File: config.mk
export PLATFORM = sky130hd
export DESIGN_NAME = spi_xfer_master
export DESIGN_NICKNAME = d
export VERILOG_FILES = /design/src/rtl/spi_xfer_master.sv
export SDC_FILE = /design/constraint.sdc
export NUM_CORES = 1
export LEC_CHECK = 0
export BUFFER_PORTS_ARGS = -buffer_cell sky130_fd_sc_hd__buf_4
export CAP_MARGIN = 15
export CORE_MARGIN = 5
export CORE_UTILIZATION = 59
export DETAILED_ROUTE_END_ITERATION = 16
export PLACE_DENSITY = 0.88
export SLEW_MARGIN = 10
export SYNTH_ARGS = -nofsm -noshare
export SYNTH_HDL_FRONTEND = slang
export SYNTH_SLANG_ARGS = --single-unit
File: constraint.sdc
create_clock -name clk -period 3.3 [get_ports clk]
set_input_delay 0.33 -clock clk [delete_from_list [all_inputs] [get_ports clk]]
set_output_delay 0.33 -clock clk [all_outputs]
set_load 0.1 [all_outputs]
File: src/rtl/spi_xfer_master.sv
module spi_xfer_master #(
  parameter int NUM_SEL = 4,
  parameter int MAX_LEN = 16,
  parameter int MIN_LEN = 4,
  parameter int DIV_W   = 8,
  localparam int SEL_W  = (NUM_SEL > 1) ? $clog2(NUM_SEL) : 1,
  localparam int LEN_W  = $clog2(MAX_LEN + 1)
) (
  input  logic               clk,
  input  logic               rst_n,
  input  logic               start,
  input  logic [MAX_LEN-1:0] tx_word,
  input  logic [LEN_W-1:0]   char_len,
  input  logic               cpol,
  input  logic               cpha,
  input  logic [SEL_W-1:0]   sel_idx,
  input  logic [DIV_W-1:0]   half_div,
  output logic               busy,
  output logic               done,
  output logic [MAX_LEN-1:0] rx_word,
  output logic               sclk,
  output logic               mosi,
  input  logic               miso,
  output logic [NUM_SEL-1:0] ss_n
);
  localparam int EDGE_W = LEN_W + 1;

  typedef enum logic [1:0] {S_IDLE, S_LEAD, S_SHIFT, S_TAIL} st_t;

  st_t                st;
  logic [DIV_W-1:0]   cnt, div_r;
  logic [LEN_W-1:0]   len_r, len_in;
  logic               cpol_r, cpha_r, sclk_r, done_r;
  logic [SEL_W-1:0]   sel_r;
  logic [EDGE_W-1:0]  edge_n;
  logic [MAX_LEN:0]   tx_sh;
  logic [MAX_LEN-1:0] rx_sh, rx_r, aligned;
  logic               tick, sample_now, last_edge;

  assign len_in = (char_len < LEN_W'(MIN_LEN)) ? LEN_W'(MIN_LEN) :
                  (char_len > LEN_W'(MAX_LEN)) ? LEN_W'(MAX_LEN) : char_len;
  assign aligned    = tx_word << (LEN_W'(MAX_LEN) - len_in);
  assign tick       = (cnt == '0);
  assign sample_now = cpha_r ? edge_n[0] : ~edge_n[0];
  assign last_edge  = (edge_n == ({len_r, 1'b0} - EDGE_W'(1)));

  assign busy    = (st != S_IDLE);
  assign done    = done_r;
  assign rx_word = rx_r;
  assign sclk    = sclk_r;
  assign mosi    = tx_sh[MAX_LEN];

  for (genvar i = 0; i < NUM_SEL; i++) begin : g_sel
    assign ss_n[i] = ~(busy && (sel_r == SEL_W'(i)));
  end

  always_ff @(posedge clk or negedge rst_n) begin
    if (!rst_n) begin
      st     <= S_IDLE;
      cnt    <= '0;
      div_r  <= '0;
      len_r  <= LEN_W'(MIN_LEN);
      cpol_r <= 1'b0;
      cpha_r <= 1'b0;
      sel_r  <= '0;
      edge_n <= '0;
      tx_sh  <= '0;
      rx_sh  <= '0;
      rx_r   <= '0;
      sclk_r <= 1'b0;
      done_r <= 1'b0;
    end else begin
      done_r <= 1'b0;
      case (st)
        S_IDLE: if (start) begin
          st     <= S_LEAD;
          cnt    <= half_div;
          div_r  <= half_div;
          len_r  <= len_in;
          cpol_r <= cpol;
          cpha_r <= cpha;
          sel_r  <= sel_idx;
          sclk_r <= cpol;
          edge_n <= '0;
          rx_sh  <= '0;
          tx_sh  <= cpha ? {1'b0, aligned} : {aligned, 1'b0};
        end
        S_LEAD: begin
          cnt <= tick ? div_r : cnt - DIV_W'(1);
          if (tick) st <= S_SHIFT;
        end
        S_SHIFT: begin
          if (tick) begin
            cnt    <= div_r;
            sclk_r <= ~sclk_r;
            edge_n <= edge_n + EDGE_W'(1);
            if (sample_now) rx_sh <= {rx_sh[MAX_LEN-2:0], miso};
            else            tx_sh <= {tx_sh[MAX_LEN-1:0], 1'b0};
            if (last_edge)  st <= S_TAIL;
          end else begin
            cnt <= cnt - DIV_W'(1);
          end
        end
        default: begin
          cnt <= tick ? cnt : cnt - DIV_W'(1);
          if (tick) begin
            st     <= S_IDLE;
            done_r <= 1'b1;
            rx_r   <= rx_sh;
          end
        end
      endcase
    end
  end

  a_r2_one_select: assert property (@(posedge clk) disable iff (!rst_n)
    busy |-> $countones(~ss_n) == 1);
  a_r8_cfg_frozen: assert property (@(posedge clk) disable iff (!rst_n)
    (busy && $past(busy)) |-> ($stable(ss_n) && $stable(len_r) && $stable(cpha_r) && $stable(div_r)));
  a_r5_idle_rest: assert property (@(posedge clk) disable iff (!rst_n)
    (!busy && !$past(busy)) |-> $stable(sclk));
  a_r5_end_level: assert property (@(posedge clk) disable iff (!rst_n)
    done |-> (sclk == cpol_r));
  a_r7_done_pulse: assert property (@(posedge clk) disable iff (!rst_n)
    done |=> !done);
  a_r6_quiet_lead: assert property (@(posedge clk) disable iff (!rst_n)
    (st == S_LEAD || st == S_TAIL) |=> $stable(sclk));
endmodule

=== Word level (Yosys, flattened, before mapping) ===
Cells that the tools add are included.

* Register bits after elaboration: 83
* Bits of input ports: 37
* Logic and storage cells: 88

* Add/subtract/negate cells: 4
* Order comparisons: 2
* Equality and inequality tests: 13
* Shift-type cells: 1
* Muxes and demuxes: 30
* Bitwise operators: 7
* Reduce and logical (&&, ||, !) cells: 19

{| class="wikitable"
|+ Operators with widths
! cell !! number
|-
| 2-to-1 mux 17 bit || 4
|-
| 2-to-1 mux 16 bit || 3
|-
| case mux 17 bit (2 select lines) || 1
|-
| case mux 16 bit (2 select lines) || 1
|-
| 2-to-1 mux 8 bit || 3
|-
| case mux 8 bit (2 select lines) || 1
|-
| << shifter 16 x 5 -> 16 bit || 1
|-
| 2-to-1 mux 6 bit || 2
|-
| != test 2 bit, second input constant || 6
|-
| case mux 6 bit (2 select lines) || 1
|-
| 2-to-1 mux 2 bit || 5
|-
| 2-to-1 mux 5 bit || 2
|-
| zero test 8 bit || 1
|-
| AND reduction 4 bit || 2
|-
| subtractor 8 x 1 -> 8 bit, second input constant || 1
|-
| inverter 1 bit || 7
|-
| adder 6 x 1 -> 6 bit, second input constant || 1
|-
| equality test 2 bit, second input constant || 3
|-
| equality test 6 bit || 1
|-
| case mux 2 bit (3 select lines) || 1
|-
| AND reduction 2 bit || 3
|-
| nonzero test 2 bit || 3
|-
| subtractor 6 x 1 -> 6 bit, second input constant || 1
|-
| > comparator 5 bit, second input constant || 1
|-
| other kinds (12) || 21
|}

=== Logic depth before layout (Yosys ltp) ===
Gate-level depths: netlist of the first run.

* Word-level depth: 8
* Mapped depth: 14
* Depth with buffers taken out: 10

=== Worst setup path after synthesis of the first run ===
No wires, ideal clock.

* Path type: input to register
* From: input port char_len[4]
* To: register tx_sh[14]
* Data arrival time: 2.783 ns
* Data required time: 3.154 ns
* Slack: 0.371 ns
* Stages on the path: 12
* Buffers on the path: 3
* Cell sequence: buf_6 o21bai_4 nor2_8 inv_4 clkbuf_1 ha_1 or3_1 buf_6 nand2_4 mux4_2 a221oi_2 o221ai_1

* Word-level cells in the longest chain between the ends: 8
* Elaborated cells on any way between the ends: 9
* Those cells by class: add/sub: 1; order compare: 2; shift: 1; mux: 5

{| class="wikitable"
|+ RTL lines
! element !! RTL line !! text
|-
| from (decl) || 13 || <nowiki>input logic [LEN_W-1:0] char_len,</nowiki>
|-
| > comparator 5 bit || 41 || <nowiki>(char_len > LEN_W'(MAX_LEN)) ? LEN_W'(MAX_LEN) : char_len;</nowiki>
|-
| 2-to-1 mux 5 bit || 41 ||
|-
| 2-to-1 mux 5 bit * || 40 || <nowiki>assign len_in = (char_len < LEN_W'(MIN_LEN)) ? LEN_W'(MIN_LEN) :</nowiki>
|-
| subtractor 5 bit * || 42 || <nowiki>assign aligned = tx_word << (LEN_W'(MAX_LEN) - len_in);</nowiki>
|-
| << shifter 16 x 5 -> 16 bit * || 42 ||
|-
| 2-to-1 mux 17 bit * || 86 || <nowiki>tx_sh <= cpha ? {1'b0, aligned} : {aligned, 1'b0};</nowiki>
|-
| 2-to-1 mux 17 bit * || 75 || <nowiki>S_IDLE: if (start) begin</nowiki>
|-
| case mux 17 bit (2 select lines) * || 74 || <nowiki>case (st)</nowiki>
|-
| to (signal assigned) || 86 ||
|-
| to (signal assigned) || 98 || <nowiki>else tx_sh <= {tx_sh[MAX_LEN-1:0], 1'b0};</nowiki>
|-
| to (decl) || 36 || <nowiki>logic [MAX_LEN:0] tx_sh;</nowiki>
|}

Every way passes the cells marked *; elsewhere a longest branch is shown, timed or not. The select of a mux whose other input is x is not followed.
A chain may end at the register's enable or synchronous reset.

=== Worst setup path in the final report of the first run ===
* From: register cnt[0]
* To: register rx_sh[1]

* Word-level cells in the longest chain between the ends: 3

{| class="wikitable"
|+ RTL lines
! element !! RTL line !! text
|-
| from (decl) || 31 || <nowiki>logic [DIV_W-1:0] cnt, div_r;</nowiki>
|-
| from (signal assigned) || 77 || <nowiki>cnt <= half_div;</nowiki>
|-
| from (signal assigned) || 89 || <nowiki>cnt <= tick ? div_r : cnt - DIV_W'(1);</nowiki>
|-
| from (signal assigned) || 94 || <nowiki>cnt <= div_r;</nowiki>
|-
| zero test 8 bit || 43 || <nowiki>assign tick = (cnt == '0);</nowiki>
|-
| != test 2 bit (no source line) || n/a ||
|-
| AND reduction 4 bit (no source line) || n/a ||
|-
| to (signal assigned) || 97 || <nowiki>if (sample_now) rx_sh <= {rx_sh[MAX_LEN-2:0], miso};</nowiki>
|-
| to (decl) || 37 || <nowiki>logic [MAX_LEN-1:0] rx_sh, rx_r, aligned;</nowiki>
|}

No other way between the ends.

==> results of run 1 <==
-- worst max-delay path by stage --
stage                      startpoint   endpoint
after global routing           cnt[0]   rx_sh[0]
after CTS                      cnt[0]   rx_sh[0]
after global placement    char_len[4]  tx_sh[13]
final                          cnt[0]   rx_sh[1]
after floorplan           char_len[4]  tx_sh[14]
after detailed placement  char_len[4]  tx_sh[14]
-- cell usage in the layout, fill, tap and decap left out, types with 10 or more instances in the layout --
| cell | netlist | routed |
|---|---|---|
| nor3_1 | 17 | 17 |
| dfrtp_1 | 82 | 82 |
| inv_1 | 13 | 13 |
| mux2_2 | 31 | 31 |
| a22o_1 | 25 | 25 |
| buf_4 | 2 | 75 |
| o21ai_0 | 25 | 25 |
| nand2b_1 | 11 | 11 |
| nor2_1 | 35 | 35 |
| nand3_1 | 11 | 11 |
| a21oi_1 | 24 | 24 |
| a31oi_1 | 10 | 10 |
| nand2_1 | 40 | 40 |
-- critical path, delay by kind of cell, from the launching register on --
family          cells  cell delay [ps]
compound gates      2              470
fa+ha+maj           1              190
buf+inv             2              270
flops               1              420
simple gates        4             1330
-- registers in the layout (all words and copies together), names as in the netlist --
| signal | cells |
|---|---|
| edge_n | 6 |
| cpha_r | 1 |
| st | 2 |
| div_r | 8 |
| rx_word | 16 |
| done | 1 |
| tx_sh | 17 |
| sel_r | 2 |
| rx_sh | 16 |
| len_r | 5 |
| sclk | 1 |
| cnt | 8 |
-- final cells by class --
cell class	count	area, um^2	area share
timing repair buffer	75	563	0.0959
inverter	16	62.6	0.0107
clock buffer	9	124	0.0211
sequential	83	2080	0.354
multi-input combinational	392	2820	0.481
tap	108	135	0.0230
clock inverter	7	83.8	0.0143
-- per-stage QoR --
| stage | setup WS (ps) | util |
|---|---|---|
| 2_1_floorplan | 371 | - |
| 5_1_grt | 306 | 0.683 |
| 3_3_place_gp | 389 | 0.658 |
| 3_5_place_dp | 290 | 0.658 |
| 6_report | 546 | 0.683 |
| 4_1_cts | 287 | 0.682 |
-- layer usage --
| metal | part of all wire | routed length [um] | vias up | track usage |
|---|---|---|---|---|
| met5 | 0 | 0 | - | 0 |
| met4 | 0.026 | 353 | 0 | 0.0926 |
| met3 | 0.055 | 733 | 33 | 0.0392 |
| met2 | 0.49 | 6590 | 186 | 0.446 |
| met1 | 0.43 | 5710 | 2206 | 0.348 |
| li1 | - | - | 2106 | - |
-- power by group --
part / internal, mW / switching (mW) / total (mW) / leakage [nW]
logic: 0.792 / 1.34 / 2.14 / 1.42
clock network: 0.363 / 0.400 / 0.762 / 0.102
registers: 1.30 / 0.234 / 1.53 / 1.08
total: 2.45 / 1.98 / 4.43 / 2.60
-- cells by family (layout without fill, tap and decap cells) --
family / after synthesis / after routing
AOI/OAI and AO/OA: 182 / 182
adders and majority gates: 8 / 8
xor gates and xnor gates: 12 / 12
and+or+nand+nor: 149 / 149
DFF: 83 / 83
buffers and inverters: 48 / 107
muxes: 41 / 41
==> reports/metrics.csv, run 1 <==
metric,value,unit
status,"finished, final reports clean",
post-route-period-util,0.835,
synth_seq_area_share,0.406,
relSlewSlack,0.327,
finClkSkew,12.5,ps
synth_top_family_by_area,compound AO/OA/AOI/OAI gates,
p_leak,2.60,nW
cp-start-kind,flip-flop,
routedWlPerCell,19.4,um
dp.cells,674,
dieHeight,103,um
fin_hold_ws,117,ps
core,8590,um^2
slowest_stage,nor2_2,
yosys-top-cells-count,"82 x dfrtp_1, 40 x nand2_1, 35 x nor2_1",
overflow,0,
drt_iter0_drc,263,
p_total,4.43,mW
drtPass1Iterations,5,
r2r_setup_slack,550,ps
layout-drive-gt1-share,0.254,
grt_max_degree,84,
r2r_end,rx_sh[1],
clockRootBuffer,clkbuf_8,
synth_top_area_frac,0.401,
numClockSinks,83,
max_freq,0.363,GHz
yosys-mux-area-fraction,0.104,
vdd_ir_drop_max,0.357,mV
slowest_delay,530,ps
synth_nets,568,
min_path_type,input port to async pin,
critPathMaxFanout,16,
synth_compound_area_frac,0.263,
worstMarginPinSlew,1010,ps
critPathKind,flip-flop to flip-flop,
required,3590,ps
yosys_warnings,0,
synth-edff-count,0,
synthToLayoutAreaGrowth,14.6,%
post_cts_buffers,0,
n_antenna_cell,0,
synth-simple-area-share,0.143,
wl,13.4,mm
yosysTopAreaCell,dfrtp_1,
synth.area.top_cells,"dfrtp_1 40%, mux2_2 6.8%, a22o_1 4.3%",
antenna_found_initial,0,
r2r-start,cnt[0],
grt_pass1_wl,22.4,mm
fill_cells,658,
fin_area,5870,um^2
initial_utilization,0.596,
htreeDepth,3,
pwr_density_cell,755,nW/um^2
synth-seq-cells,83,
synthArstFlopShare,1.00,
syn_avg_cell_area,9.79,um^2
first_global_vias,4487,
place.gp.congestion,0.925,
placed_area,5660,um^2
synth_top_flop_cell,dfrtp_1,
path_cells,inv_1 > ha_1 > nor3b_2 > nand2_1 > a21oi_1 > buf_4 > nand2_1 > nor2_2 > a22o_1,
clk_path_buf_depth,2,
ant_nets,0,
cts_buffers,9,
cts_hold_buf,0,
synth_cells,523,
synth-adder-area-share,0.0196,
vias,4531,
synth-xor-area-share,0.0205,
report.final.slew_viol_count,0,
drc,0,
crit_path_end_kind,flip-flop,
rows,34,
cts_tree,done,
netlist_area,5120,um^2
hold_violations,0,
worst_r2r_path_depth,9,
rsz0062_at_grt,false,
cts.repair.resized,0,
maxCapViolCount,0,
cpMostUsedCell,nand2_1,
post-route-min-period,2750,ps
die-area,10600,um^2
cts.clk_slew.worst_paths,90,ps
nets,622,
dp_hpwl,9.96,mm
clk_latency,350,ps
setup_tns,0,ps
routed_via_density,6.57,
synth.most_common_cell,dfrtp_1,
io_buffers,60,
setup_viol,0,
die_w,103,um
design.portCount,61,
arrival,3040,ps
track_usage,0.265,
ys_types,73,
final_cells,690,
(Power assumes the default switching activity.)
==> run 2: changes to the inputs <==
- CORE_UTILIZATION: 59 -> 53
- PLACE_DENSITY: 0.88 -> 0.84
- clock period: 3.3 -> 2.3 ns (I/O delays scaled with it)
==> reports/metrics.csv, run 2 (same netlist as run 1, synthesis figures left out) <==
metric,value,unit,change
cp-start-kind,input port,,
wl,13.9,mm,+3.5%
slowest_stage,mux4_2,,
overflow,0,,unchanged
crit_path_end_kind,flip-flop,,
vias,4804,,+6.0%
antenna_found_initial,0,,unchanged
vdd_ir_drop_max,0.566,mV,+59%
slowest_delay,530,ps,about the same
layout-drive-gt1-share,0.353,,+0.0986
min_path_type,input port to flip-flop,,
core,9330,um^2,+8.5%
post-route-period-util,0.961,,
cts_tree,done,,
n_antenna_cell,0,,unchanged
hold_violations,0,,unchanged
maxCapViolCount,0,,unchanged
pwr_density_cell,1010,nW/um^2,+33%
path_cells,buf_4 > o21bai_4 > nor2_8 > inv_4 > ha_4 > or3_1 > nand2_8 > mux4_2 > a221oi_2 > o221ai_1,,
grt-busiest-layer,met2,,
rows,35,,+2.9%
drtPass1Iterations,5,,unchanged
grtUsageMet2,0.433,,-0.0135
worstMarginPinSlew,552,ps,-457 ps
relSlewSlack,0.632,,+0.305
routed_via_density,6.20,,-5.6%
largest_reg_flops,17,,unchanged
critPathKind,input port to flip-flop,,
post_cts_buffers,0,,unchanged
drt_iter0_drc,306,,+16%
p_leak,2.94,nW,+13%
drc,0,,unchanged
status,"finished, final reports clean",,
clk_path_buf_depth,2,,unchanged
clockRootBuffer,clkbuf_8,,
die-area,11700,um^2,+10%
cts.clk_slew.worst_paths,90,ps,about the same
routedWlPerCell,17.9,um,-7.8%
finClkSkew,12.9,ps,+0.419 ps
place.gp.congestion,0.939,,+1.5%
critPathTopFamily,simple AND/OR/NAND/NOR gates,,
synthToLayoutAreaGrowth,26.8,%,
arrival,2430,ps,-610 ps
most-common-layout-cells,"136 x buf_4, 82 x dfrtp_1, 39 x nand2_1",,
ant_nets,0,,unchanged
grt_pass1_wl,23.5,mm,+5.1%
top_register,tx_sh,,
report.final.slew_viol_count,0,,unchanged
nets,686,,+10%
dieHeight,108,um,+5.0%
path_buf_inv,2,,unchanged
multi_input_area,2940,um^2,+4.1%
rsz0062_at_grt,false,,
numClockSinks,83,,unchanged
htreeDepth,3,,unchanged
layout_commonest_cell,buf_4,,
fill_cells,688,,+4.6%
fin_hold_ws,103,ps,-14.4 ps
p_total,6.54,mW,+48%
io_buffers,60,,unchanged
cts_buffers,9,,unchanged
track_usage,0.247,,-0.0179
setup_viol,0,,unchanged
critPathMaxFanout,4,,-12
use_met3,0.0376,,-0.00163
die_w,108,um,+5.0%
post-route-min-period,2210,ps,
seqCellArea,2080,um^2,unchanged
grtUsageMet1,0.309,,-0.0393
required,2520,ps,-1070 ps
dp_hpwl,10.7,mm,+7.5%
design.portCount,61,,unchanged
grt_max_degree,43,,-49%
max_freq,0.453,GHz,
clk_latency,360,ps,about the same
initial_utilization,0.549,,-0.0469
first_global_vias,4873,,+8.6%
-- run 2: layout make-up --
cell class | count | area share
Multi-Input combinational cell | 392 | 0.453
Sequential cell | 83 | 0.320
Timing Repair Buffer | 139 | 0.165
Tap cell | 129 | 0.0249
Clock buffer | 9 | 0.0191
Inverter | 16 | 0.0102
Clock inverter | 7 | 0.00790
-- run 2: worst reg2reg max path, stage by stage, from the launching register on --
cell and delay (ps):
dfrtp_1 390, inv_1 70, ha_1 180, nor3b_2 230, nand2_1 150, buf_4 200, nor3_1 220, o221a_2 240
mux2_2 330
-- run 2: where the power goes --
part           leakage, nW  switching [mW]  internal [mW]
clock               0.0864           0.553          0.400
sequential            1.08           0.338           1.86
combinational         1.77            2.02           1.37
-- run 2: per-stage QoR --
stage / setup WS (ps) / instance area (um^2) / instances / TNS, ps / utilization
floorplan: -378 / 5270 / 523 / -3030 / -
detailed placement: -289 / 6270 / 758 / -2480 / 0.673
CTS: 45.7 / 6460 / 775 / 0 / 0.692
global placement: -229 / 6270 / 758 / -2010 / 0.673
finish: 90.1 / 6490 / 775 / 0 / 0.696
global route: 2.01 / 6490 / 775 / 0 / 0.696
-- run 2: worst paths after layout --
check                             from         to  slack, ps  cells past startpoint
max in group asynchronous        rst_n   len_r[2]       1230                      3
min reg2reg                   tx_sh[0]   tx_sh[0]        500                      2
max reg2reg                     cnt[0]      st[1]        170                      8
min                               miso   rx_sh[0]        100                      2
min in group asynchronous        rst_n   div_r[0]        390                      2
max                        char_len[4]  tx_sh[15]         90                     10
-- run 2: metal layers --
metal  up-vias  share of wire
li1       2244              -
met1      2336           0.41
met2       191           0.51
met3        33          0.059
met4         0          0.022
met5         -              0
-- run 2: timing repair --
item	4_1_cts	5_1_grt
hold endpoints to repair	40	0
hold buffers	1	0
endpoints found under the setup margin	0	14
resized for setup	0	6
==> run 3: changes to the inputs <==
- CORE_UTILIZATION: 53 -> 59
- PLACE_DENSITY: 0.84 -> 0.88
- clock period: 2.3 -> 2.4 ns (I/O delays scaled with it)
==> reports/metrics.csv, run 3 (same netlist as run 1, synthesis figures left out) <==
metric,value,unit,change
status,"finished, final reports clean",,
htreeDepth,3,,unchanged
most-common-layout-cells,"121 x buf_4, 82 x dfrtp_1, 40 x nand2_1",,
layout-drive-gt1-share,0.330,,-0.0228
wl,14.8,mm,+6.9%
cp-start-kind,input port,,
crit_start,char_len[3],,
design.portCount,61,,unchanged
pwr_density_cell,1020,nW/um^2,+1.1%
cts_buffers,9,,unchanged
grt_max_degree,47,,+9.3%
setup_viol,0,,unchanged
rsz0062_at_grt,false,,
r2r-start,cnt[0],,
numClockSinks,83,,unchanged
min_path_type,input port to flip-flop,,
overflow,0,,unchanged
report.final.slew_viol_count,0,,unchanged
maxCapViolCount,0,,unchanged
io_buffers,60,,unchanged
crit_path_end_kind,flip-flop,,
antenna_found_initial,0,,unchanged
initial_utilization,0.596,,+0.0469
first_global_vias,4909,,+0.74%
vdd_ir_drop_max,0.396,mV,-30%
routed_via_density,6.60,,+6.5%
cts.clk_slew.worst_paths,100,ps,about the same
routedWlPerCell,20.0,um,+12%
required,2610,ps,+90 ps
die-area,10600,um^2,-9.3%
p_leak,2.89,nW,-1.6%
p_seq_frac,0.327,,-0.010
layout_commonest_cell,buf_4,,
arrival,2470,ps,+40 ps
n_antenna_cell,0,,unchanged
place.gp.congestion,0.970,,+3.4%
p_comb_frac,0.496,,-0.022
hold_violations,0,,unchanged
clockPowerShare,0.177,,+0.031
dp_hpwl,10.7,mm,-0.15%
drtPass1Iterations,5,,unchanged
vias,4893,,+1.9%
dieHeight,103,um,-4.7%
cpMostUsedCell,buf_4,,
critPathTopFamily,compound AO/OA/AOI/OAI gates,,
path_buf_inv,3,,+1
p_int,3.67,mW,+1.1%
top_register,tx_sh,,
worstMarginPinSlew,688,ps,+136 ps
clockRootBuffer,clkbuf_8,,
min_from,miso,,
relSlewSlack,0.538,,-0.0935
post-route-min-period,2270,ps,
grt_pass1_wl,24.2,mm,+2.8%
nets,673,,-1.9%
post_cts_buffers,0,,unchanged
clk_latency,360,ps,about the same
dp.cells,724,,-4.5%
finClkSkew,14.3,ps,+1.36 ps
max_freq,0.441,GHz,
critPathMaxFanout,11,,+7
fin_hold_ws,101,ps,-1.57 ps
netSwitchingFraction,0.438,,-0.00769
drt_iter0_drc,417,,+36%
post-route-period-util,0.944,,
core,8590,um^2,-7.9%
drc,0,,unchanged
rows,34,,-2.9%
die_w,103,um,-4.7%
ant_nets,0,,unchanged
cts_tree,done,,
track_usage,0.289,,+0.0428
largest_reg_flops,17,,unchanged
final_cells,741,,-4.4%
slowest_stage,a2111oi_0,,
clk_path_buf_depth,2,,unchanged
p_switching,2.85,mW,-2.0%
synthToLayoutAreaGrowth,25.1,%,
slowest_delay,480,ps,-50 ps
path_cells,buf_4 > o21ba_2 > nand2_1 > ha_4 > buf_4 > nor3_1 > buf_4 > a2111oi_0 > a311oi_1 > nor4_1 > o221ai_1,,
critPathKind,input port to flip-flop,,
run 3: cell types whose count changed in the layout (fill, tap and decap cells not counted), moves of 2 or more:
cell,delta
a21oi_2,+2
buf_12,+2
buf_4,-15
bufinv_16,+2
clkinv_2,-2
run 3: area by class of cell:
cell class	count	area, um^2
inverter	16	66.3
timing repair buffer	126	998
clock inverter	7	105
clock buffer	9	124
multi-input combinational	392	2900
fill	553	2190
tap	108	135
sequential	83	2080
run 3: repair_timing:
action | CTS | global route
setup endpoints to repair | 0 | 27
resized for setup | 0 | 4
endpoints found under the hold margin | 36 | 0
hold buffers | 1 | 0
run 3: power groups by stage:
stage / clock network, mW / registers, mW / logic, mW
after global routing: 1.21 / 2.17 / 3.47
after detailed placement: 0 / 2.12 / 3.12
final: 1.15 / 2.14 / 3.24
after global placement: 0 / 2.09 / 2.99
after CTS: 1.15 / 2.11 / 3.17
after floorplan: 0 / 2.20 / 2.11
run 3: stage by stage:
stage	instance area [um^2]	setup WS, ps	util	power [mW]	TNS, ps
after floorplan	5240	-288	-	4.32	-1350
after global placement	6150	-106	0.715	5.08	-654
after detailed placement	6150	-213	0.715	5.24	-1400
after CTS	6390	19.0	0.743	6.43	0
after global routing	6400	2.56	0.745	6.85	0
final	6400	133	0.745	6.52	0
run 3: layer usage:
| layer | routed length [um] | GRT usage | share of wire |
|---|---|---|---|
| met4 | 501 | 0.110 | 0.034 |
| met2 | 7580 | 0.520 | 0.51 |
| met5 | 0 | 0 | 0 |
| met3 | 943 | 0.0501 | 0.064 |
| met1 | 5790 | 0.344 | 0.39 |
run 3: worst paths after layout:
path | to | slack, ps | depth (start not counted)
max | tx_sh[14] | 130 | 11
min | rx_sh[0] | 100 | 2
max reg2reg | tx_sh[11] | 170 | 8
min reg2reg | tx_sh[2] | 480 | 2
max in group asynchronous | tx_sh[4] | 1400 | 3
min in group asynchronous | done | 380 | 2
